<file path="config.mk">
export PLATFORM = sky130hd
export DESIGN_NAME = desc_ring_bank
export DESIGN_NICKNAME = d
export VERILOG_FILES = /design/src/rtl/desc_ring_pkg.sv /design/src/rtl/ring_wrap_inc.sv /design/src/rtl/ring_ctx.sv /design/src/rtl/desc_ring_bank.sv
export SDC_FILE = /design/constraint.sdc
export NUM_CORES = 1
export LEC_CHECK = 0
export ABC_AREA = 1
export ABC_CLOCK_PERIOD_IN_PS = 4100
export CORE_MARGIN = 2
export CORE_UTILIZATION = 40
export DETAILED_ROUTE_END_ITERATION = 12
export GPL_ROUTABILITY_DRIVEN = 0
export PLACE_DENSITY_LB_ADDON = 0.08
export SETUP_SLACK_MARGIN = 0.5
export SLEW_MARGIN = 20
export SYNTH_ARGS = -nofsm -noshare
export SYNTH_HDL_FRONTEND = slang
export SYNTH_HIERARCHICAL = 1
export SYNTH_SLANG_ARGS = --single-unit
</file>
<file path="constraint.sdc">
create_clock -name clk -period 4.1 [get_ports clk]
set_input_delay 1.23 -clock clk [delete_from_list [all_inputs] [get_ports clk]]
set_output_delay 1.23 -clock clk [all_outputs]
set_load 0.02 [all_outputs]
</file>
<file path="src/rtl/desc_ring_pkg.sv">
package desc_ring_pkg;
  localparam int NRING = 4;
  localparam logic [11:0] GATE_ADDR = 12'h5CC;
  localparam logic [4:0] OFS_BASE  = 5'h00;
  localparam logic [4:0] OFS_DEPTH = 5'h04;
  localparam logic [4:0] OFS_PROD  = 5'h08;
  localparam logic [4:0] OFS_CONS  = 5'h0C;
  localparam logic [4:0] OFS_LOCK  = 5'h18;

  function automatic logic [11:0] group_addr(input int i);
    case (i)
      0:       return 12'h500;
      1:       return 12'h520;
      2:       return 12'h580;
      default: return 12'h5A0;
    endcase
  endfunction

  function automatic bit hw_is_consumer(input int i);
    return (i == 0) || (i == 2);
  endfunction
endpackage

</file>
<file path="src/rtl/ring_wrap_inc.sv">
module ring_wrap_inc #(
  parameter int IDX_W = 8
) (
  input  logic [IDX_W-1:0] idx,
  input  logic [IDX_W-1:0] depth,
  output logic [IDX_W-1:0] nxt
);
  logic [IDX_W:0] sum;
  always_comb begin
    sum = {1'b0, idx} + {{IDX_W{1'b0}}, 1'b1};
    if (sum >= {1'b0, depth}) nxt = '0;
    else                      nxt = sum[IDX_W-1:0];
  end
endmodule

</file>
<file path="src/rtl/ring_ctx.sv">
module ring_ctx #(
  parameter int IDX_W = 8,
  parameter bit HW_CONSUMES = 1'b1
) (
  input  logic             clk,
  input  logic             rst_n,
  input  logic             base_we,
  input  logic             depth_we,
  input  logic             prod_we,
  input  logic             cons_we,
  input  logic             lock_we,
  input  logic [31:0]      wdata,
  input  logic             step,
  input  logic             step_en,
  output logic [31:0]      base,
  output logic [IDX_W-1:0] depth,
  output logic [IDX_W-1:0] prod_idx,
  output logic [IDX_W-1:0] cons_idx,
  output logic [1:0]       lock,
  output logic             empty,
  output logic             full,
  output logic             err,
  output logic [31:0]      dma_addr
);
  logic [31:0]      base_q;
  logic [IDX_W-1:0] depth_q, prod_q, cons_q, hw_idx, hw_nxt, prod_nxt;
  logic [1:0]       lock_q;
  logic             err_q, take, reject, blocked;

  assign hw_idx = HW_CONSUMES ? cons_q : prod_q;

  ring_wrap_inc #(.IDX_W(IDX_W)) u_hw_inc (.idx(hw_idx), .depth(depth_q), .nxt(hw_nxt));
  ring_wrap_inc #(.IDX_W(IDX_W)) u_prod_inc (.idx(prod_q), .depth(depth_q), .nxt(prod_nxt));

  always_comb begin
    empty   = (prod_q == cons_q) || (depth_q < IDX_W'(2));
    full    = (prod_nxt == cons_q) || (depth_q < IDX_W'(2));
    blocked = HW_CONSUMES ? empty : full;
    take    = step && step_en && !blocked;
    reject  = step && step_en && blocked;
  end

  always_ff @(posedge clk) begin
    if (!rst_n) begin
      base_q  <= '0;
      depth_q <= '0;
      prod_q  <= '0;
      cons_q  <= '0;
      lock_q  <= '0;
      err_q   <= 1'b0;
    end else begin
      if (lock_we) lock_q <= {wdata[2], wdata[1]};
      if (base_we && lock_q[1]) base_q <= wdata;
      if (depth_we && lock_q[0]) depth_q <= wdata[IDX_W+2:3];
      if (HW_CONSUMES) begin
        if (prod_we) prod_q <= wdata[IDX_W+4:5];
        if (take)    cons_q <= hw_nxt;
      end else begin
        if (cons_we) cons_q <= wdata[IDX_W+4:5];
        if (take)    prod_q <= hw_nxt;
      end
      if (reject) err_q <= 1'b1;
    end
  end

  assign base     = base_q;
  assign depth    = depth_q;
  assign prod_idx = prod_q;
  assign cons_idx = cons_q;
  assign lock     = lock_q;
  assign err      = err_q;
  assign dma_addr = base_q + {{(32-IDX_W-5){1'b0}}, hw_idx, 5'b0};


  base_lock_chk: assert property (@(posedge clk) disable iff (!rst_n)
    !lock_q[1] |=> $stable(base_q));

  depth_lock_chk: assert property (@(posedge clk) disable iff (!rst_n)
    !lock_q[0] |=> $stable(depth_q));

  bad_step_hold_chk: assert property (@(posedge clk) disable iff (!rst_n)
    reject |=> $stable(hw_idx));

  err_sticky_chk: assert property (@(posedge clk) disable iff (!rst_n)
    err_q |=> err_q);

  both_flags_chk: assert property (@(posedge clk) disable iff (!rst_n)
    (empty && full) |-> (depth_q < IDX_W'(2)));

  wrap_chk: assert property (@(posedge clk) disable iff (!rst_n)
    (take && ({1'b0, hw_idx} + 1'b1 == {1'b0, depth_q})) |=> (hw_idx == '0));
endmodule

</file>
<file path="src/rtl/desc_ring_bank.sv">
module desc_ring_bank
  import desc_ring_pkg::*;
#(
  parameter int IDX_W = 8
) (
  input  logic         clk,
  input  logic         rst_n,
  input  logic         reg_wr,
  input  logic [11:0]  reg_addr,
  input  logic [31:0]  reg_wdata,
  output logic [31:0]  reg_rdata,
  input  logic [3:0]   hw_step,
  output logic [3:0]   ring_empty,
  output logic [3:0]   ring_full,
  output logic [3:0]   ring_err,
  output logic [127:0] desc_addr,
  output logic         engines_on
);
  localparam int GATE_W = 4;

  logic [GATE_W-1:0] gate_q;
  logic [NRING-1:0]  hit;
  logic [4:0]        ofs;
  logic [31:0]       base_a [NRING];
  logic [IDX_W-1:0]  depth_a [NRING];
  logic [IDX_W-1:0]  prod_a [NRING];
  logic [IDX_W-1:0]  cons_a [NRING];
  logic [1:0]        lock_a [NRING];

  assign ofs = reg_addr[4:0];
  assign engines_on = &gate_q;

  always_ff @(posedge clk) begin
    if (!rst_n) gate_q <= '0;
    else if (reg_wr && reg_addr == GATE_ADDR) gate_q <= reg_wdata[GATE_W-1:0];
  end

  for (genvar i = 0; i < NRING; i++) begin : g_ring
    localparam logic [11:0] GA = group_addr(i);
    assign hit[i] = (reg_addr[11:5] == GA[11:5]);

    ring_ctx #(.IDX_W(IDX_W), .HW_CONSUMES(hw_is_consumer(i))) u_ring (
      .clk      (clk),
      .rst_n    (rst_n),
      .base_we  (reg_wr && hit[i] && ofs == OFS_BASE),
      .depth_we (reg_wr && hit[i] && ofs == OFS_DEPTH),
      .prod_we  (reg_wr && hit[i] && ofs == OFS_PROD),
      .cons_we  (reg_wr && hit[i] && ofs == OFS_CONS),
      .lock_we  (reg_wr && hit[i] && ofs == OFS_LOCK),
      .wdata    (reg_wdata),
      .step     (hw_step[i]),
      .step_en  (engines_on),
      .base     (base_a[i]),
      .depth    (depth_a[i]),
      .prod_idx (prod_a[i]),
      .cons_idx (cons_a[i]),
      .lock     (lock_a[i]),
      .empty    (ring_empty[i]),
      .full     (ring_full[i]),
      .err      (ring_err[i]),
      .dma_addr (desc_addr[i*32 +: 32])
    );
  end

  always_comb begin
    reg_rdata = '0;
    for (int i = 0; i < NRING; i++) begin
      if (hit[i]) begin
        case (ofs)
          OFS_BASE:  reg_rdata = base_a[i];
          OFS_DEPTH: reg_rdata = 32'(depth_a[i]) << 3;
          OFS_PROD:  reg_rdata = 32'(prod_a[i]) << 5;
          OFS_CONS:  reg_rdata = 32'(cons_a[i]) << 5;
          OFS_LOCK:  reg_rdata = {29'b0, lock_a[i], 1'b0};
          default:   reg_rdata = '0;
        endcase
      end
    end
    if (reg_addr == GATE_ADDR) reg_rdata = {28'b0, gate_q};
  end


  gate_block_chk: assert property (@(posedge clk) disable iff (!rst_n)
    !engines_on |=> $stable(ring_err));
endmodule

</file>
==> metrics.md, run 1 <==
| Metric | Value |
|---|---|
| Clock root buffer | clkbuf_16 |
| # H-tree levels | 1 |
| Congestion Overflow GR | 0 |
| Hold_sp | g_ring[3].u_ring/err |
| Power after layout | about 5500 uW |
| DRC viols | 0 |
| Unrepaired setup endpoints after global routing | yes |
| Vias in the first global route | 22800 |
| Commonest non-fill, non-tap cell in the layout | nand2_1 |
| Worst IR drop on VDD | about 0.28 mV |
| CTS tree | yes |
| # setup viols final | 6 |
| Fin util | 0.639 |
| Final WS setup | -0.281 ns |
| Reg-to-Reg End | g_ring[1].u_ring/prod_idx[6] |
| Syn-to-layout area delta | 57.1% |
| Syn Inst Count | 3188 |
| Synth Cell Area | 19500 sq um |
| Detail Placement HPWL | 67600 um |
| Initial antenna violation count | 2 |
| R2R Setup Slk | roughly 1.2 ns |
| Leak | ~0.014 uW |
| Worst-margin pin slew | about 1.1 ns |
| Reg-to-reg critical path startpoint | g_ring[1].u_ring/prod_idx[3] |
| Starting density of the core | 0.407 |
| Clock skew | 0.0143 ns |
| Violated checks | setup timing |
| Status | complete, but fails checks |
| Hold Path End | g_ring[3].u_ring/err |
| Max Freq | 228 MHz |
| Maxcap violations | 0 |
| Die Ht | between 200 and 250 um |
| Largest net degree at the start of global routing | 96 |
| Final #Nets | 3887 |
| CTS sink cnt | 240 |
| Fillers | 4079 |
| Share of cells above drive strength 1 | 0.339 |
| Final wirelength | 94500 um |
| Die Footprint | slightly above 50000 sq um |
| Final hold violations | 0 |
| Setup TNS Final | -0.896 ns |
| Commonest cells after routing, fill and taps aside | nand2_1 (599), nor2_1 (468), inv_1 (412), buf_4 (299), o21ai_0 (216) |
| Normalized max-slew margin | 0.269 |
| Setup CP Type | register to primary output |
| Ports | approximately 220 |
| Die extent in x | 225 um |
| Core Box Area | 47800 sq um |
| Worst-Skew Late Latency | 0.58 ns |
| Syn Nets | 3347 |
| # port buffers | 223 |
| GRT Total Usage | 0.355 |
| Synth Warn # | 6 |
| Hold-critical path depth | 2 |
| CP endpoint kind | primary output |
| Worst R2R Path Depth | 23 |
| Clk buf depth | 3 |
| Clock transition at the registers of the reported paths | 0.06 ns |
| Syn_area_per_cell | slightly above 6 sq um |
| Vias | 24100 |
| Period utilization | 1.07 |
| DR vias/cell | 5.51 |
| CP max FO | 8 |
| 1st-pass router iterations | 8 |
| Inserted Clock Buffers | 29 |
| WL/cell | ~22 um |
| Post-route ant nets | 0 |
| DRT iter0 DRCs | 2721 |
| Pwr dens | 181 nW/um^2 |
| Final min period | about 4.4 ns |
| Cts hold-fix bufs | 0 |
| Tightest Hold Check Type | register to register |
| Count of final max-slew check failures | 0 |
| First-pass GRT wire length | 137000 um |
| Startpoint Class | register |
| WP data arrival | ~3.2 ns |
| Required @ worst endpoint | between 2 and 3 ns |
| Rows | 80 |
[how the worst max path moves through the flow]
stage,to,cells after the start,from
final,ring_full[1],20,g_ring[1].u_ring/prod_idx[3]
after global routing,ring_full[1],20,g_ring[1].u_ring/prod_idx[3]
after CTS,ring_full[1],19,g_ring[1].u_ring/prod_idx[1]
after global placement,reg_rdata[11],12,reg_addr[10]
after floorplan,reg_rdata[7],11,reg_addr[2]
after detailed placement,reg_rdata[11],12,reg_addr[10]
[timing repair]
item / 4_1_cts / 5_1_grt
cloned: 18 / 2
setup buffers: 112 / 56
endpoints found under the setup margin: 144 / 133
pin swaps: 201 / 208
resized for setup: 1315 / 403
[layer usage]
metal,track usage,vias up,share of wire
met3,0.0577,377,0.090
met4,0.207,0,0.075
met1,0.448,11200,0.39
met2,0.574,1335,0.45
met5,0,-,0
li1,-,11200,-
[where the power goes]
group          internal (uW)  total, uW  switching, uW  leakage (uW)
Sequential              2320       2320          0.123       0.00196
Combinational            151        405            254        0.0115
Clock                   1680       2800           1120      0.000486
[metrics by stage]
stage / setup WS, ns / area (sq um) / cells / hold WS (ns)
3_5_place_dp: -1.06 / 23800 / 4124 / 0.458
3_3_place_gp: -1.02 / 23800 / 4124 / 0.452
5_1_grt: -0.523 / 30600 / 4365 / 0.488
4_1_cts: -0.170 / 28500 / 4307 / 0.474
6_report: -0.281 / 30600 / 4366 / 0.469
2_1_floorplan: 0.371 / 19600 / 3188 / 0.467
[cell type report]
| class | instances | area, sq um | area share |
|---|---|---|---|
| clock buffers | 37 | 796 | 0.0260 |
| well taps | 615 | 769 | 0.0252 |
| clock inverters | 16 | 221 | 0.00725 |
| flip-flops and latches | 240 | 4900 | 0.160 |
| repair buffers | 622 | 6290 | 0.206 |
| inverters | 452 | 1760 | 0.0575 |
| repair inverters | 1 | 5.00 | 0.000164 |
| multi-input cells | 2382 | 15800 | 0.518 |
| diodes | 1 | 2.50 | 0.0000819 |
[registers in the layout, indices dropped and copies added (netlist names)]
register,cells
g_ring.u_ring/depth,32
g_ring.u_ring/cons_idx,32
g_ring.u_ring/base,128
g_ring.u_ring/err,4
g_ring.u_ring/lock,8
gate_q,4
g_ring.u_ring/prod_idx,32
[critical path, cell delays in order (launching register included)]
cell	delay (ns)
dfxtp_1	0.45
buf_4	0.18
xor2_2	0.18
inv_1	0.07
ha_1	0.27
nand2_1	0.06
inv_1	0.05
nand2_1	0.07
nand3_2	0.09
nand2_1	0.08
nand2_1	0.06
nand2_2	0.13
nand2_8	0.11
nor2_4	0.13
nand2_1	0.06
nand2_1	0.06
nand2_1	0.05
nor2_2	0.16
nand2_2	0.09
nand2_2	0.09
buf_6	0.14
Note: power is estimated with default switching activity, not from simulation.
==> run 2: changes to the inputs <==
Settings changed: ABC_AREA 1 to not set, ABC_CLOCK_PERIOD_IN_PS 4100 to 5200.
Clock period 4.1 ns to 5.2 ns, I/O delays scaled along.
==> run 2 against run 1 <==
  * The run now ends clean
  * Sequential cell count stayed put
  * Core utilization is 8.3 points lower
  * Via count is 23% lower
  * Setup slack better by 0.44 ns
  * Power is 21% lower
  * Synthesized area is 4.7% lower
  * Global-route usage is 5.9 points lower
  * Synthesized cell count is 29% lower
  * Sequential share of layout area is 3.1 points higher
  * Clock-buffer cell count is 4 higher
  * Cell area is 17% lower
  * Combinational power is 31% lower
  * Critical endpoint is now reg_rdata[8]
  * Largest power group unchanged
==> metrics.md, run 2 <==
| Metric | Value |
|---|---|
| Syn-to-layout area delta | 36.6% |
| Detail Placement HPWL | 52800 um (-22%) |
| Vias in the first global route | 17200 (-24%) |
| Finished Cell Area | 25300 sq um (-17%) |
| Clk buf depth | 3 (unchanged) |
| Share of cells above drive strength 1 | 0.259 (-0.0807) |
| # port buffers | 223 (unchanged) |
| Worst IR drop on VDD | 0.240 mV (-15%) |
| WL/cell | 23.2 um (+7.1%) |
| Congestion Overflow GR | 0 (unchanged) |
| Final hold violations | 0 (unchanged) |
| Maxcap violations | 0 (unchanged) |
| Syn Inst Count | 2252 (-29%) |
| Rows | 78 (-2.5%) |
| Core Box Area | 45600 sq um (-4.7%) |
| Die Footprint | 48100 sq um (-4.6%) |
| First-pass GRT wire length | 108000 um (-21%) |
| Setup CP Type | input port to primary output |
| GRT Total Usage | 0.296 (-0.0587) |
| Normalized max-slew margin | 0.286 (+0.0170) |
| Post-route ant nets | 0 (unchanged) |
| Final min period | about 5 ns |
| Count of final max-slew check failures | 0 (unchanged) |
| Status | completed |
| 1st-pass router iterations | 5 (-3) |
| Inserted Clock Buffers | 31 (+6.9%) |
| DR vias/cell | 5.73 (+3.9%) |
| Vias | 18500 (-23%) |
| Ports | 224 (unchanged) |
| Worst-Skew Late Latency | 0.60 ns (+0.02 ns) |
| # H-tree levels | 1 (unchanged) |
| Clock transition at the registers of the reported paths | 0.07 ns (about the same) |
| Cell Area, Placed | 22000 sq um (-7.2%) |
| Pwr dens | 172 nW/um^2 (-4.9%) |
| Max Freq | approximately 200 MHz |
| Clock root buffer | clkbuf_16 |
| Initial antenna violation count | 4 (+2) |
| Tightest Hold Check Type | register to register |
| Commonest cells after routing, fill and taps aside | nand2_1 (447), dfxtp_1 (214), buf_4 (174), a21boi_0 (160), mux2i_1 (134) |
| Required @ worst endpoint | 3.64 ns (+0.77 ns) |
| # setup viols final | 0 (-6) |
| Unrepaired setup endpoints after global routing | yes |
| CTS tree | yes |
| Starting density of the core | 0.407 (about the same) |
| Fillers | 4154 (+1.8%) |
| CP endpoint kind | primary output |
| Synth Warn # | 6 (unchanged) |
| WP data arrival | 3.48 ns (+0.33 ns) |
| DRT iter0 DRCs | 1547 (-43%) |
| Setup TNS Final | 0 ns (+0.896 ns) |
| Final #Nets | 2757 (-29%) |
| Clock skew | 0.0107 ns (-0.00365 ns) |
| Final wirelength | 74700 um (-21%) |
| Synth Cell Area | 18500 sq um (-4.7%) |
| Leak | 0.00946 uW (-32%) |
| Die extent in x | 219 um (-2.3%) |
| DRC viols | 0 (unchanged) |
| Largest net degree at the start of global routing | 152 (+58%) |
| Syn_area_per_cell | 8.23 sq um (+35%) |
| Period utilization | 0.969 |
| Pre-CTS setup slack | -0.665 ns (+0.391 ns) |
| Final WS setup | 0.163 ns (+0.444 ns) |
| Commonest non-fill, non-tap cell in the layout | nand2_1 |
| Max reg flops | 128 (unchanged) |
| CP max FO | 5 (-3) |
| Startpoint Class | input port |
| R2R Setup Slk | 1.90 ns (+0.72 ns) |
| CTS sink cnt | 240 (unchanged) |
| Syn Nets | 2411 (-28%) |
| Cts hold-fix bufs | 0 (unchanged) |
| Die Ht | 219 um (-2.3%) |
| Worst-margin pin slew | 1.07 ns (-0.0254 ns) |
## run 2: worst paths after layout
path                                  endpoint                    startpoint  cells after the start
hold reg to reg           g_ring[0].u_ring/err          g_ring[0].u_ring/err                      2
hold / removal            g_ring[0].u_ring/err          g_ring[0].u_ring/err                      2
setup / recovery                  reg_rdata[8]                   reg_addr[0]                      7
setup reg to reg  g_ring[3].u_ring/prod_idx[4]  g_ring[3].u_ring/prod_idx[3]                     14
## run 2: worst max-delay path: stages
cell       delay, ns
buf_8           0.10
or4_4           0.64
buf_12          0.18
o22ai_4         0.17
a22oi_2         0.13
a2111oi_4       0.46
buf_4           0.22
## run 2: area by class of cell
| cell class | count | area [sq um] | share of cell area |
|---|---|---|---|
| timing repair buffer | 431 | 4080 | 0.161 |
| multi-input combinational | 1810 | 14300 | 0.564 |
| sequential | 240 | 4850 | 0.192 |
| inverter | 84 | 315 | 0.0125 |
| tap | 600 | 751 | 0.0296 |
| antenna | 2 | 5.00 | 0.000198 |
| clock inverter | 14 | 173 | 0.00682 |
| clock buffer | 41 | 873 | 0.0345 |
## run 2: layer usage
metal	share of wire	track usage
met1	0.43	0.402
met2	0.46	0.474
met3	0.070	0.0470
met4	0.039	0.106
met5	0.00029	0
## run 2: power breakdown
group	switching (uW)	leakage (uW)	total (uW)	internal, uW
sequential	0.0589	0.00195	1830	1830
clock	916	0.000514	2240	1330
combinational	163	0.00700	281	117
total	1080	0.00946	4360	3280
## run 2: what timing repair did
item,4_1_cts,5_1_grt
buffers inserted,47,23
resized for setup,502,224
hold endpoints to repair,0,0
pin swaps,95,94
cloned,6,7
endpoints found under the setup margin,113,96
## run 2: metrics by stage
step                instances   util  total power (uW)  hold WS [ns]
finish                   3222  0.556              4360         0.495
global route             3222  0.556              4470         0.517
CTS                      3190  0.537              4360         0.497
detailed placement       3082  0.484              2120         0.481
global placement         3082  0.484              2120         0.464
floorplan                2252      -              1990         0.452
